$ cat src/rtl/uart_rxq_pkg.sv
package uart_rxq_pkg;
  typedef enum logic [2:0] {
    IID_NONE = 3'b000,
    IID_THRE = 3'b001,
    IID_RDA  = 3'b010,
    IID_RLS  = 3'b011,
    IID_CTI  = 3'b110
  } iid_e;

  function automatic int unsigned trig_level(input logic [1:0] sel);
    case (sel)
      2'b00:   return 1;
      2'b01:   return 4;
      2'b10:   return 8;
      default: return 14;
    endcase
  endfunction
endpackage

$ cat src/rtl/uart_rxq_store.sv
module uart_rxq_store #(
  parameter  int DEPTH = 16,
  parameter  int W     = 11,
  localparam int CW    = $clog2(DEPTH + 1)
) (
  input  logic          clk_i,
  input  logic          rst_ni,
  input  logic          flush_i,
  input  logic          push_i,
  input  logic          pop_i,
  input  logic [W-1:0]  wdata_i,
  output logic [W-1:0]  head_o,
  output logic [W-1:0]  next_o,
  output logic [CW-1:0] count_o
);
  localparam int PW = (DEPTH > 1) ? $clog2(DEPTH) : 1;

  logic [W-1:0]  mem [DEPTH];
  logic [PW-1:0] wr_ptr, rd_ptr;

  function automatic logic [PW-1:0] nxt(input logic [PW-1:0] p);
    return (p == PW'(DEPTH - 1)) ? '0 : p + 1'b1;
  endfunction

  always_ff @(posedge clk_i) begin
    if (push_i) mem[wr_ptr] <= wdata_i;
  end

  always_ff @(posedge clk_i or negedge rst_ni) begin
    if (!rst_ni) begin
      wr_ptr  <= '0;
      rd_ptr  <= '0;
      count_o <= '0;
    end else if (flush_i) begin
      wr_ptr  <= '0;
      rd_ptr  <= '0;
      count_o <= '0;
    end else begin
      if (push_i) wr_ptr <= nxt(wr_ptr);
      if (pop_i)  rd_ptr <= nxt(rd_ptr);
      case ({push_i, pop_i})
        2'b10:   count_o <= count_o + 1'b1;
        2'b01:   count_o <= count_o - 1'b1;
        default: count_o <= count_o;
      endcase
    end
  end

  assign head_o = mem[rd_ptr];
  assign next_o = mem[nxt(rd_ptr)];

  p_no_overflow_r2: assert property (@(posedge clk_i) disable iff (!rst_ni)
    count_o <= CW'(DEPTH));
  p_push_room_r3: assert property (@(posedge clk_i) disable iff (!rst_ni)
    push_i |-> (count_o < CW'(DEPTH)) || pop_i);
  p_pop_nonempty_r2: assert property (@(posedge clk_i) disable iff (!rst_ni)
    pop_i |-> count_o != '0);
endmodule

$ cat src/rtl/uart_rxq_tmo.sv
module uart_rxq_tmo #(
  parameter  int LIMIT = 640,
  localparam int TW    = $clog2(LIMIT + 1)
) (
  input  logic clk_i,
  input  logic rst_ni,
  input  logic restart_i,
  input  logic armed_i,
  output logic hit_o
);
  logic [TW-1:0] cnt_q;

  always_ff @(posedge clk_i or negedge rst_ni) begin
    if (!rst_ni)                     cnt_q <= '0;
    else if (restart_i || !armed_i)  cnt_q <= '0;
    else if (cnt_q != TW'(LIMIT))    cnt_q <= cnt_q + 1'b1;
  end

  assign hit_o = (cnt_q == TW'(LIMIT));

  p_tmo_restart_r8: assert property (@(posedge clk_i) disable iff (!rst_ni)
    restart_i |=> !hit_o);
endmodule

$ cat src/rtl/uart_rxq_irq.sv
module uart_rxq_irq
  import uart_rxq_pkg::*;
(
  input  logic       clk_i,
  input  logic       rst_ni,
  input  logic       ls_i,
  input  logic       rda_i,
  input  logic       cti_i,
  input  logic       thre_i,
  input  logic       ie_rls_i,
  input  logic       ie_rda_i,
  input  logic       ie_thre_i,
  output logic [2:0] int_id_o,
  output logic       int_n_o
);
  iid_e id;

  always_comb begin
    if (ie_rls_i && ls_i)        id = IID_RLS;
    else if (ie_rda_i && rda_i)  id = IID_RDA;
    else if (ie_rda_i && cti_i)  id = IID_CTI;
    else if (ie_thre_i && thre_i) id = IID_THRE;
    else                         id = IID_NONE;
  end

  assign int_id_o = id;
  assign int_n_o  = (id == IID_NONE);

  p_rls_first_r9: assert property (@(posedge clk_i) disable iff (!rst_ni)
    (ie_rls_i && ls_i) |-> int_id_o == 3'b011);
  p_gated_r10: assert property (@(posedge clk_i) disable iff (!rst_ni)
    (!ie_rls_i && !ie_rda_i && !ie_thre_i) |-> int_n_o);
  p_pending_low_r12: assert property (@(posedge clk_i) disable iff (!rst_ni)
    (ie_thre_i && thre_i) |-> !int_n_o);
endmodule

$ cat src/rtl/uart_rx_fifo_irq.sv
module uart_rx_fifo_irq
  import uart_rxq_pkg::*;
#(
  parameter int DEPTH       = 16,
  parameter int DATA_W      = 8,
  parameter int CHAR_CYCLES = 160
) (
  input  logic              clk_i,
  input  logic              rst_ni,
  input  logic              rx_valid_i,
  input  logic [DATA_W-1:0] rx_data_i,
  input  logic              rx_perr_i,
  input  logic              rx_ferr_i,
  input  logic              rx_brk_i,
  input  logic              thr_empty_i,
  input  logic              fifo_en_i,
  input  logic              rx_clr_i,
  input  logic [1:0]        trig_sel_i,
  input  logic              ie_rda_i,
  input  logic              ie_thre_i,
  input  logic              ie_rls_i,
  input  logic              rd_data_i,
  input  logic              rd_stat_i,
  output logic [DATA_W-1:0] rdata_o,
  output logic              dr_o,
  output logic              oe_o,
  output logic              pe_o,
  output logic              fe_o,
  output logic              bi_o,
  output logic              rxfe_o,
  output logic              int_n_o,
  output logic [2:0]        int_id_o
);
  localparam int EW    = DATA_W + 3;
  localparam int CW    = $clog2(DEPTH + 1);
  localparam int LIMIT = 4 * CHAR_CYCLES;

  logic [EW-1:0] head, nxt_e, wentry;
  logic [CW-1:0] count, cap, lvl, err_cnt;
  logic en_q, flush, full, push, pop, rda, tmo_hit, cti, ls;
  logic head_from_in, head_from_nxt;
  logic [2:0] set_flags;
  logic oe_q, pe_q, fe_q, bi_q;

  // queue is emptied on a clear pulse or on any change of the enable
  assign flush  = rx_clr_i || (fifo_en_i != en_q);
  assign cap    = fifo_en_i ? CW'(DEPTH) : CW'(1);
  assign full   = (count >= cap);
  assign pop    = rd_data_i && !flush && (count != '0);
  assign push   = rx_valid_i && !flush && (!full || pop);
  assign wentry = {rx_brk_i, rx_ferr_i, rx_perr_i, rx_data_i};

  uart_rxq_store #(.DEPTH(DEPTH), .W(EW)) u_store (
    .clk_i, .rst_ni, .flush_i(flush), .push_i(push), .pop_i(pop),
    .wdata_i(wentry), .head_o(head), .next_o(nxt_e), .count_o(count)
  );

  // entry that becomes the head at this edge
  assign head_from_in  = push && ((count == '0) || (count == CW'(1) && pop));
  assign head_from_nxt = pop && (count >= CW'(2));
  always_comb begin
    set_flags = '0;
    if (head_from_in)  set_flags = wentry[EW-1:DATA_W];
    if (head_from_nxt) set_flags = nxt_e[EW-1:DATA_W];
  end

  always_ff @(posedge clk_i or negedge rst_ni) begin
    if (!rst_ni) begin
      en_q    <= 1'b0;
      err_cnt <= '0;
      oe_q    <= 1'b0;
      pe_q    <= 1'b0;
      fe_q    <= 1'b0;
      bi_q    <= 1'b0;
    end else begin
      en_q <= fifo_en_i;
      if (flush) err_cnt <= '0;
      else err_cnt <= err_cnt + CW'(push && (|wentry[EW-1:DATA_W]))
                              - CW'(pop && (|head[EW-1:DATA_W]));
      oe_q <= (oe_q && !rd_stat_i) || (rx_valid_i && !flush && full && !pop);
      pe_q <= (pe_q && !rd_stat_i) || set_flags[0];
      fe_q <= (fe_q && !rd_stat_i) || set_flags[1];
      bi_q <= (bi_q && !rd_stat_i) || set_flags[2];
    end
  end

  assign lvl = fifo_en_i ? CW'(trig_level(trig_sel_i)) : CW'(1);
  assign rda = (count >= lvl);

  uart_rxq_tmo #(.LIMIT(LIMIT)) u_tmo (
    .clk_i, .rst_ni,
    .restart_i(rx_valid_i || rd_data_i || flush),
    .armed_i(fifo_en_i && (count != '0)),
    .hit_o(tmo_hit)
  );
  assign cti = tmo_hit && fifo_en_i && (count != '0) && !rda;

  assign ls = oe_q || pe_q || fe_q || bi_q;

  uart_rxq_irq u_irq (
    .clk_i, .rst_ni, .ls_i(ls), .rda_i(rda), .cti_i(cti), .thre_i(thr_empty_i),
    .ie_rls_i, .ie_rda_i, .ie_thre_i, .int_id_o, .int_n_o
  );

  assign rdata_o = head[DATA_W-1:0];
  assign dr_o    = (count != '0);
  assign oe_o    = oe_q;
  assign pe_o    = pe_q;
  assign fe_o    = fe_q;
  assign bi_o    = bi_q;
  assign rxfe_o  = fifo_en_i && (err_cnt != '0);

  p_dr_after_push_r2: assert property (@(posedge clk_i) disable iff (!rst_ni)
    (rx_valid_i && !flush) |=> dr_o);
  p_overrun_r3: assert property (@(posedge clk_i) disable iff (!rst_ni)
    (rx_valid_i && !flush && full && !rd_data_i) |=> oe_o);
  p_flush_r5: assert property (@(posedge clk_i) disable iff (!rst_ni)
    rx_clr_i |=> !dr_o);
  p_sticky_r6: assert property (@(posedge clk_i) disable iff (!rst_ni)
    (oe_o && !rd_stat_i) |=> oe_o);
  p_rxfe_off_r7: assert property (@(posedge clk_i) disable iff (!rst_ni)
    !fifo_en_i |-> !rxfe_o);
  p_single_r11: assert property (@(posedge clk_i) disable iff (!rst_ni)
    (!fifo_en_i && en_q == fifo_en_i) |-> count <= CW'(1));
endmodule

$ cat config.mk
export PLATFORM = sky130hd
export DESIGN_NAME = uart_rx_fifo_irq
export DESIGN_NICKNAME = d
export VERILOG_FILES = /design/src/rtl/uart_rxq_pkg.sv /design/src/rtl/uart_rxq_store.sv /design/src/rtl/uart_rxq_tmo.sv /design/src/rtl/uart_rxq_irq.sv /design/src/rtl/uart_rx_fifo_irq.sv
export SDC_FILE = /design/constraint.sdc
export NUM_CORES = 1
export LEC_CHECK = 0
export CAP_MARGIN = 25
export CORE_MARGIN = 4
export CORE_UTILIZATION = 63
export CTS_BUF_LIST = sky130_fd_sc_hd__clkbuf_8
export DETAILED_ROUTE_END_ITERATION = 16
export PLACE_DENSITY = 0.83
export SLEW_MARGIN = 0
export SYNTH_ARGS = -nofsm -noshare
export SYNTH_HDL_FRONTEND = slang
export SYNTH_SLANG_ARGS = --single-unit
export TNS_END_PERCENT = 20
$ cat constraint.sdc
create_clock -name clk_i -period 3.6 [get_ports clk_i]
set_input_delay 0.54 -clock clk_i [delete_from_list [all_inputs] [get_ports clk_i]]
set_output_delay 0.54 -clock clk_i [all_outputs]
set_load 0.05 [all_outputs]
Word level (Yosys, flattened, before mapping)
Memories as Yosys holds them, arrays and structs flattened.
Index checks and enable logic that the tools add are counted.
W data, S select, Z words.

operators by class
  add/sub/neg operators = 7
  order comparisons = 3
  equality and inequality tests = 10
  muxes and demuxes = 22
  reduce and logical (&&, ||, !) cells = 54

operator list
  cell                     count
  $logic_and A1 B1 Y1      24
  $mux W4                  6
  $mux W10                 2
  $mux W5                  4
  $mux W3                  5
  $logic_or A1 B1 Y1       13
  $pmux W4 S3              1
  $add A10 B1 Y10 const B  1
  $eq A10 B10 Y1 const B   1
  $ge A5 B5 Y1             2
  $ne A10 B10 Y1 const B   1
  $pmux W5 S2              1
  $reduce_bool A5 Y1       2
  $add A4 B1 Y4 const B    2
  $eq A4 B4 Y1 const B     2
  $logic_not A1 Y1         6
  $reduce_bool A2 Y1       3
  $reduce_or A3 Y1         2
  $add A5 B1 Y5            1
  $add A5 B1 Y5 const B    1
  $eq A5 B1 Y1 const B     1
  $ge A5 B2 Y1 const B     1
  $logic_not A5 Y1         1
  $sub A5 B1 Y5            1
  other kinds (8)          12

storage, ports and cells
  register bits = 33
  memory bits (writable) = 176
  input port bits = 24
  output and inout bits = 18
  word-level logic and storage cells = 107
  memories = 1

memories
  memory       depth  bits a word  read ports  clocked after Yosys merged registers in  wr ports  RTL line              source
  u_store.mem  16     11           2           0                                        1         uart_rxq_store.sv:18  logic [W-1:0] mem [DEPTH];

Longest topological paths before layout
  depth in word-level cells = 11
  mapped depth = 18
  depth with buffers taken out = 16

Cells and area by module
From an unflattened synthesis, not the netlist that was laid out.

unflattened totals
  cells, all modules = 606
  area total of the unflattened synthesis = 10,400.0 µm²

by module, submodules not included
  module            instances  cells each  area an instance (µm²)  sequential area each (µm²)
  uart_rxq_store    1          449         8,928.6                 5,610.4
  uart_rx_fifo_irq  1          93          869.6                   250.2
  uart_rxq_tmo      1          57          555.5                   250.2
  uart_rxq_irq      1          7           46.3                    0.0

Worst setup path before layout
OpenSTA, ideal clock, no wires.

  path kind = in2out
  from = input port fifo_en_i
  to = output port int_id_o[0]
  data arrival time = 2,984 ps
  data required time = 3,060 ps
  path slack = 76 ps
  stages on the path = 8
  path buffers = 1
  cells stage by stage = buf_6 o21ai_0 ha_1 nand2b_1 a21o_1 a21o_1 a211o_1 o31ai_1

between the ends
  cells in the longest elaborated chain, start to end = 8
  elaborated cells between the ends (all ways) = 11
  classes of those cells = 1 x order compare; 4 x mux; 6 x reduce/logical

ends and longest elaborated chain
  element              RTL line                source
  from (decl)          uart_rx_fifo_irq.sv:16  input logic fifo_en_i,
  $mux W5              uart_rx_fifo_irq.sv:87  assign lvl = fifo_en_i ? CW'(trig_level(trig_sel_i)) : CW'(1);
  $ge A5 B5 Y1         uart_rx_fifo_irq.sv:88  assign rda = (count >= lvl);
  $logic_not A1 Y1     uart_rx_fifo_irq.sv:96  assign cti = tmo_hit && fifo_en_i && (count != '0) && !rda;
  $logic_and A1 B1 Y1  uart_rx_fifo_irq.sv:96
  $logic_and A1 B1 Y1  uart_rxq_irq.sv:21      else if (ie_rda_i && cti_i) id = IID_CTI;
  $mux W3              uart_rxq_irq.sv:21
  $mux W3 (*)          uart_rxq_irq.sv:20      else if (ie_rda_i && rda_i) id = IID_RDA;
  $mux W3 (*)          uart_rxq_irq.sv:19      if (ie_rls_i && ls_i) id = IID_RLS;
  to (decl)            uart_rx_fifo_irq.sv:32  output logic [2:0] int_id_o

Every way passes the cells marked *; elsewhere a longest branch is shown, timed or not.

Final worst setup path
Ends and elaborated chain as after synthesis.

==> results.ini <==
[pwr]
power_density_nw_per_um2 = 482
ir_worst_vdd_v = 0.000350
p_leak_uw = 0.00383

[global_routing]
antenna_found_initial = 0
grt_pass1_vias = 5889
grt_usage_pct = 25.7
grt.busiest_layer = met2
grt_max_degree = 33
met1_usage_pct = 36.4
use_met3_pct = 5.53
grt_pass1_wl_um = 32500
met2_usage_pct = 41.2
gr-total-overflow = 0

[cts]
cts_setup_buffers = 0
hold_buffers = 0
cts_buffers = 35
insertion_delay_ns = 0.53
root_buffer = clkbuf_8
htree_levels = 2
clk_path_buf_depth = 3
clock_sinks = 209
cts_tree = built
cts.clk_slew.worst_paths_ns = 0.06

[layout]
nets = 721
layout-drive-gt1-share_pct = 25.3
final_common_cell = edfxtp_1
n_antenna_cell = 0
syn2layout_area_growth_pct = 16.0
final_cells = 881
final_util_pct = 74.7
layout_common_cells = edfxtp_1, buf_4, mux4_2

[critical_path]
criticalPathCategory = in -> out
crit_chain = clkdlybuf4s50_1, buf_4, o21ai_0, ha_1, nand2b_1, a21o_1, a21o_1, a211o_1, o31ai_2, buf_12
cp_slowest_cell = clkdlybuf4s50_1
arrival_ns = 2.96
required_ns = 3.06
slowest_delay_ns = 0.50
reg2reg_depth = 14
path_max_fanout = 8
cp_common_cell = a21o_1
cp-start-kind = primary input
endpoint_kind = primary output

[synthesis]
ys_top_cells_by_area = edfxtp_1, mux4_2, dfrtp_1, ha_1, nor2_1
avgSynthCellArea_um2 = 16.3
synth_area_um2 = 9360
synthArstFlopShare_pct = 15.8
ys_seq_area_share_pct = 65.3
synth_cell_type_count = 71
synth_edf_count = 176
synthFlopType = edfxtp_1
yosysWarningCount = 0
yosysTopAreaCellShare_pct = 56.5
yosys.area.top_type = edfxtp_1
ys_ff_latch = 209
syn_inst = 573
synth_nets = 622

[timing]
period_needed_ns = 3.50
hold_viol = 0
rsz0062_at_grt = no
worst_slew_pin_slew_ns = 0.810
fin_skew_ns = 0.0187
slew_violations = 0
fmax_mhz = 286
setup_viol = 0
relSlewSlack_pct = 46.0
fin_crit_sh_pct = 97.3

[drt]
ant_nets = 0
drc = 0
routed_wl_um = 20600
first_pass_iters = 5
viasPerCell = 6.48
wl_per_cell_um = 23.4
drt_iter0_markers = 539
vias = 5712

[place]
dp_hpwl_um = 13800
routabilityCongestion = 0.968
port-buffer-count = 41
post-place-cells = 819

[die]
ios = 42
fp.coreArea_um2 = 14500
start_util_pct = 64.4
row_count = 44
chipHeight_um = 130
die-area_um2 = 16900
die_x_um = 130

[worst_hold_path]
hold_class = in -> async

[flow_run]
drv_cap = 0

[run_status]
outcome = finished clean

-- synthesized netlist by cell type, types with 4 or more instances --
cell / number
nor4_1: 8
o21ai_0: 7
or3_1: 6
nor2_1: 40
clkbuf_1: 12
dfrtp_1: 33
ha_1: 24
a211oi_1: 5
nor3b_1: 6
nand3_1: 14
inv_1: 23
xor2_1: 8
buf_4: 4
nand2_1: 16
mux2i_1: 8
or3b_2: 4
mux4_2: 46
o41ai_1: 5
edfxtp_1: 176
a21oi_1: 15
and3_1: 5
nor4b_1: 8
xnor2_1: 4
a21o_1: 6
nand3b_1: 4
nor3_1: 20
-- sequential cells by signal (all words and copies together), names as in the netlist --
register and count:
en_q 1, pe_o 1, u_store.mem 176, oe_o 1
u_store.count_o 5, bi_o 1, err_cnt 5, u_store.wr_ptr 4
u_store.rd_ptr 4, u_tmo.cnt_q 10, fe_o 1
-- worst paths after layout --
check                             startpoint                end  slack, ns
setup / recovery                   fifo_en_i        int_id_o[0]        0.1
hold / removal                        rst_ni         err_cnt[2]       0.47
setup reg to reg           u_store.rd_ptr[0]         err_cnt[4]       0.22
hold reg to reg               u_tmo.cnt_q[9]     u_tmo.cnt_q[9]       0.55
max in group asynchronous             rst_ni  u_store.rd_ptr[0]       2.38
min in group clk_i            u_tmo.cnt_q[9]     u_tmo.cnt_q[9]       0.55
-- metal layers --
layer | wire length [µm] | vias up
li1 | - | 2491
met1 | 8120 | 2913
met2 | 10400 | 272
met3 | 1670 | 36
met4 | 365 | 0
met5 | 0 | -
-- critical path: cells and delay by family --
family	cells	cell delay, ns
AND/OR/NAND/NOR	1	0.15
AO/OA/AOI/OAI	5	1.15
buffers and inverters	3	0.85
adder cells (fa/ha/maj)	1	0.28
-- stage by stage --
step	instance area [µm²]	hold slack (ns)	setup TNS, ns	setup slack, ns	total power, µW
finish	10900	0.473	0	0.0981	5240
global route	10900	0.534	0	0.0182	5460
CTS	10800	0.493	0	0.0301	5270
detailed placement	10200	0.535	-0.112	-0.112	3450
global placement	10200	0.519	0	0.0396	3430
floorplan	9360	0.244	0	0.0762	3240
-- cell type report --
cell class	instances	area, µm²
Inverter	24	90.1
Multi-Input combinational cell	316	3060
Sequential cell	209	6110
Tap cell	184	230
Clock inverter	27	123
Fill cell	888	3680
Timing Repair Buffer	86	759
Clock buffer	35	482
-- report_power, final --
group	internal, µW	switching (µW)	leakage (µW)
combinational	349	391	0.00143
clock	916	907	0.000359
sequential	2640	31.6	0.00204
-- cells by family (layout without fill, tap and decap cells) --
kind of cell             after synthesis  after routing  share of synthesized area (%)
AO/OA/AOI/OAI                         68             68                           5.70
XOR/XNOR                              13             13                           1.30
adder cells (fa/ha/maj)               25             25                           3.42
buffers and inverters                 48            172                           2.37
flip-flops                           209            209                           65.3
multiplexers                          58             58                           12.4
AND/OR/NAND/NOR                      152            152                           9.51
-- repair_timing --
item	in CTS	in global routing
endpoints found under the hold margin	0	0
pin swaps	0	0
gates resized for setup	1	3
setup endpoints to repair	8	5
(Power assumes the default switching activity.)
